===== src/rtl/altpwm_pkg.sv =====
package altpwm_pkg;

  typedef enum logic [2:0] {
    SRC_NONE  = 3'd0,
    SRC_PRESC = 3'd1,
    SRC_EVENT = 3'd2,
    SRC_ACCUM = 3'd3,
    SRC_SLOW  = 3'd4
  } clksrc_e;

  typedef enum logic [2:0] {
    ADR_CNT1   = 3'd0,
    ADR_RLDA   = 3'd1,
    ADR_RLDB   = 3'd2,
    ADR_CNT2   = 3'd3,
    ADR_SRCSEL = 3'd4,
    ADR_CTRL   = 3'd5,
    ADR_PSC    = 3'd6,
    ADR_PCLR   = 3'd7
  } regaddr_e;

  // control register bit positions
  localparam int CTL_TOG    = 0;
  localparam int CTL_INIT   = 1;
  localparam int CTL_IEN_A  = 2;
  localparam int CTL_IEN_B  = 3;
  localparam int CTL_IEN_C2 = 4;
  localparam int CTL_W      = 5;

  // map a source code to a count enable for this cycle
  function automatic logic pick_tick(logic [2:0] sel, logic presc, logic ev_rise,
                                     logic ev_lvl, logic slow_rise);
    logic t;
    case (sel)
      SRC_PRESC: t = presc;
      SRC_EVENT: t = ev_rise;
      SRC_ACCUM: t = ev_lvl;
      SRC_SLOW:  t = slow_rise;
      default:   t = 1'b0;
    endcase
    return t;
  endfunction

endpackage


===== src/rtl/apt_edge_sync.sv =====
module apt_edge_sync #(
  parameter int STAGES = 2
) (
  input  logic clk,
  input  logic rst_n,
  input  logic async_i,
  output logic level_o,
  output logic rise_o
);
  logic [STAGES-1:0] sh_q;
  logic              last_q;

  always_ff @(posedge clk or negedge rst_n) begin
    if (!rst_n) begin
      sh_q   <= '0;
      last_q <= 1'b0;
    end else begin
      sh_q   <= {sh_q[STAGES-2:0], async_i};
      last_q <= sh_q[STAGES-1];
    end
  end

  assign level_o = sh_q[STAGES-1];
  assign rise_o  = sh_q[STAGES-1] & ~last_q;


  single_rise_chk: assert property (@(posedge clk) disable iff (!rst_n)
    rise_o |=> !rise_o);
endmodule


===== src/rtl/apt_prescaler.sv =====
module apt_prescaler #(
  parameter int W = 8
) (
  input  logic         clk,
  input  logic         rst_n,
  input  logic [W-1:0] div_i,
  input  logic         restart_i,
  output logic         tick_o
);
  logic [W-1:0] pcnt_q;

  assign tick_o = (pcnt_q == div_i);

  always_ff @(posedge clk or negedge rst_n) begin
    if (!rst_n)              pcnt_q <= '0;
    else if (restart_i)      pcnt_q <= '0;
    else if (tick_o)         pcnt_q <= '0;
    else                     pcnt_q <= pcnt_q + 1'b1;
  end


  presc_wrap_chk: assert property (@(posedge clk) disable iff (!rst_n)
    (tick_o && !restart_i) |=> pcnt_q == '0);

  presc_range_chk: assert property (@(posedge clk) disable iff (!rst_n)
    !restart_i |=> pcnt_q <= $past(div_i) || pcnt_q == '0);
endmodule


===== src/rtl/apt_pwm_core.sv =====
module apt_pwm_core #(
  parameter int W = 16
) (
  input  logic         clk,
  input  logic         rst_n,
  input  logic         tick_i,
  input  logic         stopped_i,
  input  logic         load_i,
  input  logic [W-1:0] load_val_i,
  input  logic [W-1:0] rld_a_i,
  input  logic [W-1:0] rld_b_i,
  input  logic         tog_en_i,
  input  logic         lvl_wr_i,
  input  logic         lvl_i,
  output logic         out_o,
  output logic         rel_a_o,
  output logic         rel_b_o
);
  logic [W-1:0] cnt_q;
  logic         use_b_q;
  logic         uf;

  assign uf      = tick_i & (cnt_q == '0) & ~load_i;
  assign rel_a_o = uf & ~use_b_q;
  assign rel_b_o = uf &  use_b_q;

  always_ff @(posedge clk or negedge rst_n) begin
    if (!rst_n) begin
      cnt_q   <= '0;
      use_b_q <= 1'b0;
      out_o   <= 1'b0;
    end else begin
      if (load_i)      cnt_q <= load_val_i;
      else if (uf)     cnt_q <= use_b_q ? rld_b_i : rld_a_i;
      else if (tick_i) cnt_q <= cnt_q - 1'b1;

      if (stopped_i)   use_b_q <= 1'b0;
      else if (uf)     use_b_q <= ~use_b_q;

      if (lvl_wr_i)            out_o <= lvl_i;
      else if (uf && tog_en_i) out_o <= ~out_o;
    end
  end


  pwm_decrement_chk: assert property (@(posedge clk) disable iff (!rst_n)
    (tick_i && cnt_q != '0 && !load_i) |=> cnt_q == W'($past(cnt_q) - 1'b1));

  pwm_reload_chk: assert property (@(posedge clk) disable iff (!rst_n)
    uf |=> cnt_q == ($past(use_b_q) ? $past(rld_b_i) : $past(rld_a_i)));

  pwm_restart_a_chk: assert property (@(posedge clk) disable iff (!rst_n)
    stopped_i |=> !use_b_q);

  pwm_toggle_chk: assert property (@(posedge clk) disable iff (!rst_n)
    (uf && tog_en_i && !lvl_wr_i) |=> out_o != $past(out_o));

  pwm_hold_lvl_chk: assert property (@(posedge clk) disable iff (!rst_n)
    (!tog_en_i && !lvl_wr_i) |=> $stable(out_o));

  pwm_idle_chk: assert property (@(posedge clk) disable iff (!rst_n)
    (!tick_i && !load_i) |=> $stable(cnt_q));
endmodule


===== src/rtl/apt_evt_counter.sv =====
module apt_evt_counter #(
  parameter int W = 16
) (
  input  logic         clk,
  input  logic         rst_n,
  input  logic         tick_i,
  input  logic         load_i,
  input  logic [W-1:0] load_val_i,
  output logic         uf_o
);
  logic [W-1:0] cnt_q;

  assign uf_o = tick_i & (cnt_q == '0) & ~load_i;

  always_ff @(posedge clk or negedge rst_n) begin
    if (!rst_n)      cnt_q <= '0;
    else if (load_i) cnt_q <= load_val_i;
    else if (tick_i) cnt_q <= cnt_q - 1'b1;
  end


  evt_wrap_chk: assert property (@(posedge clk) disable iff (!rst_n)
    uf_o |=> cnt_q == '1);

  evt_idle_chk: assert property (@(posedge clk) disable iff (!rst_n)
    (!tick_i && !load_i) |=> $stable(cnt_q));
endmodule


===== src/rtl/altpwm_timer.sv =====
module altpwm_timer
  import altpwm_pkg::*;
#(
  parameter int CNT_W       = 16,
  parameter int PSC_W       = 8,
  parameter int SYNC_STAGES = 2
) (
  input  logic             clk,
  input  logic             rst_n,
  input  logic             wr_en,
  input  logic [2:0]       wr_addr,
  input  logic [CNT_W-1:0] wr_data,
  input  logic             ext_evt,
  input  logic             slow_clk,
  output logic             pwm_out,
  output logic             pend_a,
  output logic             pend_b,
  output logic             pend_c2,
  output logic             irq_a,
  output logic             irq_b,
  output logic             irq_c2
);
  localparam int NSYNC = 2;   // index 0: external event, 1: slow clock

  logic [CNT_W-1:0] rld_a_q, rld_b_q;
  logic [2:0]       sel1_q, sel2_q;
  logic [CTL_W-1:0] ctl_q;
  logic [PSC_W-1:0] psc_q;

  logic wr_cnt1, wr_cnt2, wr_ctl, wr_psc, wr_clr;
  assign wr_cnt1 = wr_en && (wr_addr == ADR_CNT1);
  assign wr_cnt2 = wr_en && (wr_addr == ADR_CNT2);
  assign wr_ctl  = wr_en && (wr_addr == ADR_CTRL);
  assign wr_psc  = wr_en && (wr_addr == ADR_PSC);
  assign wr_clr  = wr_en && (wr_addr == ADR_PCLR);

  always_ff @(posedge clk or negedge rst_n) begin
    if (!rst_n) begin
      rld_a_q <= '0;
      rld_b_q <= '0;
      sel1_q  <= SRC_NONE;
      sel2_q  <= SRC_NONE;
      ctl_q   <= '0;
      psc_q   <= '0;
    end else if (wr_en) begin
      case (wr_addr)
        ADR_RLDA:   rld_a_q <= wr_data;
        ADR_RLDB:   rld_b_q <= wr_data;
        ADR_SRCSEL: begin
          sel1_q <= wr_data[2:0];
          sel2_q <= wr_data[6:4];
        end
        ADR_CTRL:   ctl_q <= wr_data[CTL_W-1:0];
        ADR_PSC:    psc_q <= wr_data[PSC_W-1:0];
        default: ;
      endcase
    end
  end

  // input synchronizers
  logic [NSYNC-1:0] async_in, sync_lvl, sync_rise;
  assign async_in = {slow_clk, ext_evt};

  for (genvar g = 0; g < NSYNC; g++) begin : g_sync
    apt_edge_sync #(.STAGES(SYNC_STAGES)) sync_i (
      .clk(clk), .rst_n(rst_n), .async_i(async_in[g]),
      .level_o(sync_lvl[g]), .rise_o(sync_rise[g])
    );
  end

  logic presc_tick;
  apt_prescaler #(.W(PSC_W)) presc_i (
    .clk(clk), .rst_n(rst_n), .div_i(psc_q), .restart_i(wr_psc), .tick_o(presc_tick)
  );

  logic tick1, tick2;
  assign tick1 = pick_tick(sel1_q, presc_tick, sync_rise[0], sync_lvl[0], sync_rise[1]);
  assign tick2 = pick_tick(sel2_q, presc_tick, sync_rise[0], sync_lvl[0], sync_rise[1]);

  logic rel_a, rel_b, uf2;
  apt_pwm_core #(.W(CNT_W)) pwm_i (
    .clk(clk), .rst_n(rst_n), .tick_i(tick1), .stopped_i(sel1_q == SRC_NONE),
    .load_i(wr_cnt1), .load_val_i(wr_data), .rld_a_i(rld_a_q), .rld_b_i(rld_b_q),
    .tog_en_i(ctl_q[CTL_TOG]), .lvl_wr_i(wr_ctl), .lvl_i(wr_data[CTL_INIT]),
    .out_o(pwm_out), .rel_a_o(rel_a), .rel_b_o(rel_b)
  );

  apt_evt_counter #(.W(CNT_W)) evt_i (
    .clk(clk), .rst_n(rst_n), .tick_i(tick2), .load_i(wr_cnt2),
    .load_val_i(wr_data), .uf_o(uf2)
  );

  // pending flags: hardware set beats software clear
  logic [2:0] pend_q, pend_set, pend_clr;
  assign pend_set = {uf2, rel_b, rel_a};
  assign pend_clr = wr_clr ? wr_data[2:0] : 3'b000;

  always_ff @(posedge clk or negedge rst_n) begin
    if (!rst_n) pend_q <= '0;
    else        pend_q <= pend_set | (pend_q & ~pend_clr);
  end

  assign pend_a  = pend_q[0];
  assign pend_b  = pend_q[1];
  assign pend_c2 = pend_q[2];
  assign irq_a   = pend_q[0] & ctl_q[CTL_IEN_A];
  assign irq_b   = pend_q[1] & ctl_q[CTL_IEN_B];
  assign irq_c2  = pend_q[2] & ctl_q[CTL_IEN_C2];


  pend_set_wins_chk: assert property (@(posedge clk) disable iff (!rst_n)
    rel_a |=> pend_a);

  pend_clear_chk: assert property (@(posedge clk) disable iff (!rst_n)
    (wr_clr && wr_data[1] && !rel_b) |=> !pend_b);

  one_reload_chk: assert property (@(posedge clk) disable iff (!rst_n)
    !(rel_a && rel_b));

  stopped_quiet_chk: assert property (@(posedge clk) disable iff (!rst_n)
    (sel1_q == SRC_NONE) |-> !rel_a && !rel_b);
endmodule


===== config.mk =====
export PLATFORM = sky130hd
export DESIGN_NAME = altpwm_timer
export DESIGN_NICKNAME = d
export VERILOG_FILES = /design/src/rtl/altpwm_pkg.sv /design/src/rtl/apt_edge_sync.sv /design/src/rtl/apt_prescaler.sv /design/src/rtl/apt_pwm_core.sv /design/src/rtl/apt_evt_counter.sv /design/src/rtl/altpwm_timer.sv
export SDC_FILE = /design/constraint.sdc
export NUM_CORES = 1
export LEC_CHECK = 0
export BUFFER_PORTS_ARGS = -buffer_cell sky130_fd_sc_hd__buf_2
export CORE_MARGIN = 2
export CORE_UTILIZATION = 60
export CTS_CLUSTER_SIZE = 14
export DETAILED_ROUTE_END_ITERATION = 7
export HOLD_SLACK_MARGIN = 0.05
export MAX_ROUTING_LAYER = met4
export PLACE_DENSITY = 0.79
export SLEW_MARGIN = 20
export SYNTH_ARGS = -nofsm -noshare
export SYNTH_HDL_FRONTEND = slang
export SYNTH_SLANG_ARGS = --single-unit

===== constraint.sdc =====
create_clock -name clk -period 3.27 [get_ports clk]
set_input_delay 0.327 -clock clk [delete_from_list [all_inputs] [get_ports clk]]
set_output_delay 0.327 -clock clk [all_outputs]
set_load 0.02 [all_outputs]

==> PnR_summary.wiki <==
{| class="wikitable"
! Metric !! Value
|-
| Status || finished clean
|-
| RSZ-0062 raised after global routing || no
|-
| Slowest cell on the critical path || sky130_fd_sc_hd__nor3_1
|-
| Initial cell density of the core || 62.2%
|-
| Library cell used as clock root buffer || sky130_fd_sc_hd__clkbuf_8
|-
| Number of unique standard cell types used by synthesis || between 50 and 60
|-
| Leak Pwr || 2.30 nW
|-
| Final worst path period need || around 2.6 ns
|-
| Max stage delay on crit path || slightly below 0.6 ns
|-
| Die area || 9320 um2
|-
| P per Cell Area || 672 nW/um2
|-
| Layout cell share with drive strength beyond 1 || 23.1%
|-
| Grt ovf || 0
|-
| First-pass GRT wire length || approximately 19000 um
|-
| Post-synthesis sequential area ratio || 49.2%
|-
| Number of optimization iterations in the first detailed-route pass || 4
|-
| Total length of routed wires || 11500 um
|-
| Type of the tightest min-delay check || input port to async pin
|-
| Largest buffer count on any clock path || 2
|-
| Die height || approximately 97 um
|-
| Final #Nets || 539
|-
| Count of vias placed by the detailed router || a little under 4000
|-
| I/O pins || 31
|-
| Final number of max-transition violations || 0
|-
| Core area || 8260 um2
|-
| Clock tree sinks || 101
|-
| Nature of the critical path endpoint || register
|-
| Number of synthesized flops with an enable pin || 0
|-
| R2R Path Start || presc_i.pcnt_q[2]
|-
| DP HPWL || ~7600 um
|-
| Post-detailed-route DRC marker count || 0
|-
| Syn Nets || 512
|-
| Dominant delay contributor by cell family on the critical path || simple AND/OR/NAND/NOR gates
|-
| Number of buffers inserted by hold repair at cts || 0
|-
| Dominant register cell in the synthesized netlist || sky130_fd_sc_hd__dfrtp_1
|-
| TritonCTS clock tree || yes
|-
| Clock slew at reported path FFs || 0.10 ns
|-
| Number of buffer and inverter stages on the critical path || 0
|-
| Via count of the first global-routing pass || 3899
|-
| Worst EP required || roughly 3.6 ns
|-
| Total CTS buffers || 9
|-
| Number of port buffers || 30
|-
| Worst IR drop on VDD || 0.386 mV
|-
| CP Cell Sequence || xnor2_1 -> nand4_1 -> nor3_1 -> nor2_1 -> nor4_1 -> o32a_1
|-
| Number of vias per cell after detailed routing || roughly 6.2
|-
| Total number of yosys warnings || 0
|-
| Endpoints failing hold || 0
|-
| Insertion delay to the later sink of the worst-skew pair || 0.37 ns
|-
| Average cell area after synthesis || 10.6 um2
|-
| Number of antenna violations at the first check in global routing || 0
|-
| Post-cts repair resize count || 0
|-
| Count of max-cap constraint violations || 0
|-
| Destination of the worst register-to-register timing path || pwm_i.use_b_q
|-
| Maximum number of pins on one net before global-route repair || 90
|-
| Number of cells produced by synthesis || 483
|-
| Setup-failing EPs final || 0
|-
| Category of the most critical setup path || register to register
|-
| CP Max Fanout || 14
|-
| Number of inserted diodes || 0
|-
| Final Non-Filler Cells || 620
|-
| Gp weighted congestion || between 0.9 and 1
|-
| Post-synthesis to final-layout area growth || 9.18%
|-
| Synthesized area || 5140 um2
|-
| Slew at the pin closest to its max-slew limit || 1.08 ns
|-
| Kind of start point of the critical path || register
|-
| Flip-flop and latch count after synthesis || just over 100
|-
| Count of nets left with antenna violations after detail routing || 0
|-
| Post-DR wirelength/cell || 18.5 um
|-
| Worst max-slew margin expressed relative to the limit || between 20 and 30%
|-
| H-tree levels || 3
|-
| Clock skew || about 0.011 ns
|-
| Synth async-reset ratio || between 90% and 100%
|-
| Count of standard-cell rows || 33
|-
| Number of setup buffers added after CTS || 0
|-
| Total Routing Usage GR || 27.7%
|-
| Placed insts || 604
|-
| Width of the chip || about 97 um
|-
| Fin crit share || 80.0%
|-
| Depth of the most critical reg-to-reg path || 6
|-
| Arr. time, crit path || 2.93 ns
|-
| Initial detailed-routing violation count || 246
|-
| Max Clock Freq || 382 MHz
|-
| Setup Total Neg Slack || 0 ns
|-
| Register-to-Register Setup Slack || ~0.65 ns
|}
==> worst register-to-register path, cell delays in order, from the launching register on <==
cell and delay [ns]:
sky130_fd_sc_hd__dfrtp_1 0.46, sky130_fd_sc_hd__xnor2_1 0.16, sky130_fd_sc_hd__nand4_1 0.20, sky130_fd_sc_hd__nor3_1 0.58, sky130_fd_sc_hd__nor2_1 0.42, sky130_fd_sc_hd__nor4_1 0.51
sky130_fd_sc_hd__o32a_1 0.23
==> metrics by stage <==
step	area (um2)	utilization, %	power (W)	hold WS [ns]	worst slack, ns
after floorplan	5140	-	0.00259	0.0314	0.993
after global placement	5380	65.2	0.00281	0.333	0.839
after detailed placement	5380	65.2	0.00287	0.337	0.787
after CTS	5600	67.9	0.00376	0.0573	0.739
after global routing	5610	67.9	0.00398	0.0539	0.462
final	5610	67.9	0.00377	0.0105	0.655
==> cell families (layout without fill, tap and decap cells) <==
| logic type | count (synthesis) | after routing | synth area share [%] |
|---|---|---|---|
| AOI/OAI and AO/OA | 81 | 81 | 10.3 |
| xor gates and xnor gates | 37 | 37 | 6.31 |
| adders and majority gates | 5 | 5 | 1.22 |
| buffers and inverters | 29 | 61 | 2.56 |
| DFF | 101 | 101 | 49.2 |
| muxes | 71 | 71 | 15.1 |
| and+or+nand+nor | 159 | 159 | 15.3 |
==> synth_stat cells (all sizes together) (3+ instances only) <==
master / number / area share (%)
dfrtp: 101 / 49
nor2: 54 / 4.3
mux2: 52 / 11
nand2: 32 / 2.3
xor2: 24 / 4.1
o21ai: 22 / 2.3
a21oi: 21 / 2.0
mux2i: 19 / 3.7
clkbuf: 17 / 1.2
nand3: 16 / 1.6
xnor2: 13 / 2.2
nor3: 12 / 1.2
o211ai: 10 / 1.5
inv: 8 / 0.58
nor4: 8 / 0.97
and3: 5 / 0.61
ha: 5 / 1.2
nand2b: 5 / 0.61
a31oi: 4 / 0.49
and2: 4 / 0.49
buf: 4 / 0.73
o22ai: 4 / 0.49
or3: 4 / 0.49
a22oi: 3 / 0.44
nand4: 3 / 0.37
nand4b: 3 / 0.51
nor3b: 3 / 0.44
o2111ai: 3 / 0.63
or2: 3 / 0.37
==> layout by cell type, fill, tap and decap left out, drive strengths merged, types with 5 or more instances in the layout <==
master,count
a21oi,21
and3,5
buf,37
clkbuf,11
dfrtp,101
ha,5
inv,9
mux2,52
mux2i,19
nand2,32
nand2b,5
nand3,16
nor2,54
nor3,12
nor4,8
o211ai,10
o21ai,22
xnor2,13
xor2,24
==> registers in the layout, indices dropped and copies added, names as in the netlist, 4 cells and up <==
name                flops
pwm_i.cnt_q            16
psc_q                   8
ctl_q                   4
evt_i.cnt_q            16
rld_b_q                16
g_sync.sync_i.sh_q      4
rld_a_q                16
presc_i.pcnt_q          8
==> how the worst max path moves through the flow <==
stage | slack [ns] | start | to | cells after the start
CTS | 0.74 | presc_i.pcnt_q[0] | pwm_i.use_b_q | 6
finish | 0.65 | presc_i.pcnt_q[2] | pwm_i.use_b_q | 6
global placement | 0.84 | pwm_i.cnt_q[4] | pwm_i.cnt_q[10] | 5
detailed placement | 0.79 | presc_i.pcnt_q[0] | pwm_i.use_b_q | 6
floorplan | 0.99 | pwm_i.cnt_q[4] | pwm_i.cnt_q[10] | 6
global route | 0.46 | presc_i.pcnt_q[2] | pwm_i.use_b_q | 6
==> routing by layer <==
layer	share of wire, %	routed length (um)	GRT usage [%]	up-vias
li1	-	-	-	1775
met1	44	5020	36.5	1925
met2	49	5640	44.4	129
met3	5.2	593	4.19	20
met4	1.8	208	9.62	0
met5	0	0	-	-
==> layout make-up <==
| cell class | count | area (um2) |
|---|---|---|
| clock buffer | 11 | 141 |
| clock inverter | 5 | 81.3 |
| fill | 627 | 2650 |
| inverter | 8 | 30.0 |
| multi-input combinational | 353 | 2490 |
| sequential | 101 | 2530 |
| tap | 105 | 131 |
| timing repair buffer | 37 | 209 |
==> report_power, final <==
part,leakage (nW),internal (W),switching (W),total (W)
combinational,0.983,0.000486,0.000514,0.00100
clock,0.110,0.000454,0.000441,0.000895
sequential,1.20,0.00157,0.000300,0.00187
total,2.30,0.00251,0.00126,0.00377
Note: power is estimated with default switching activity, not from simulation.
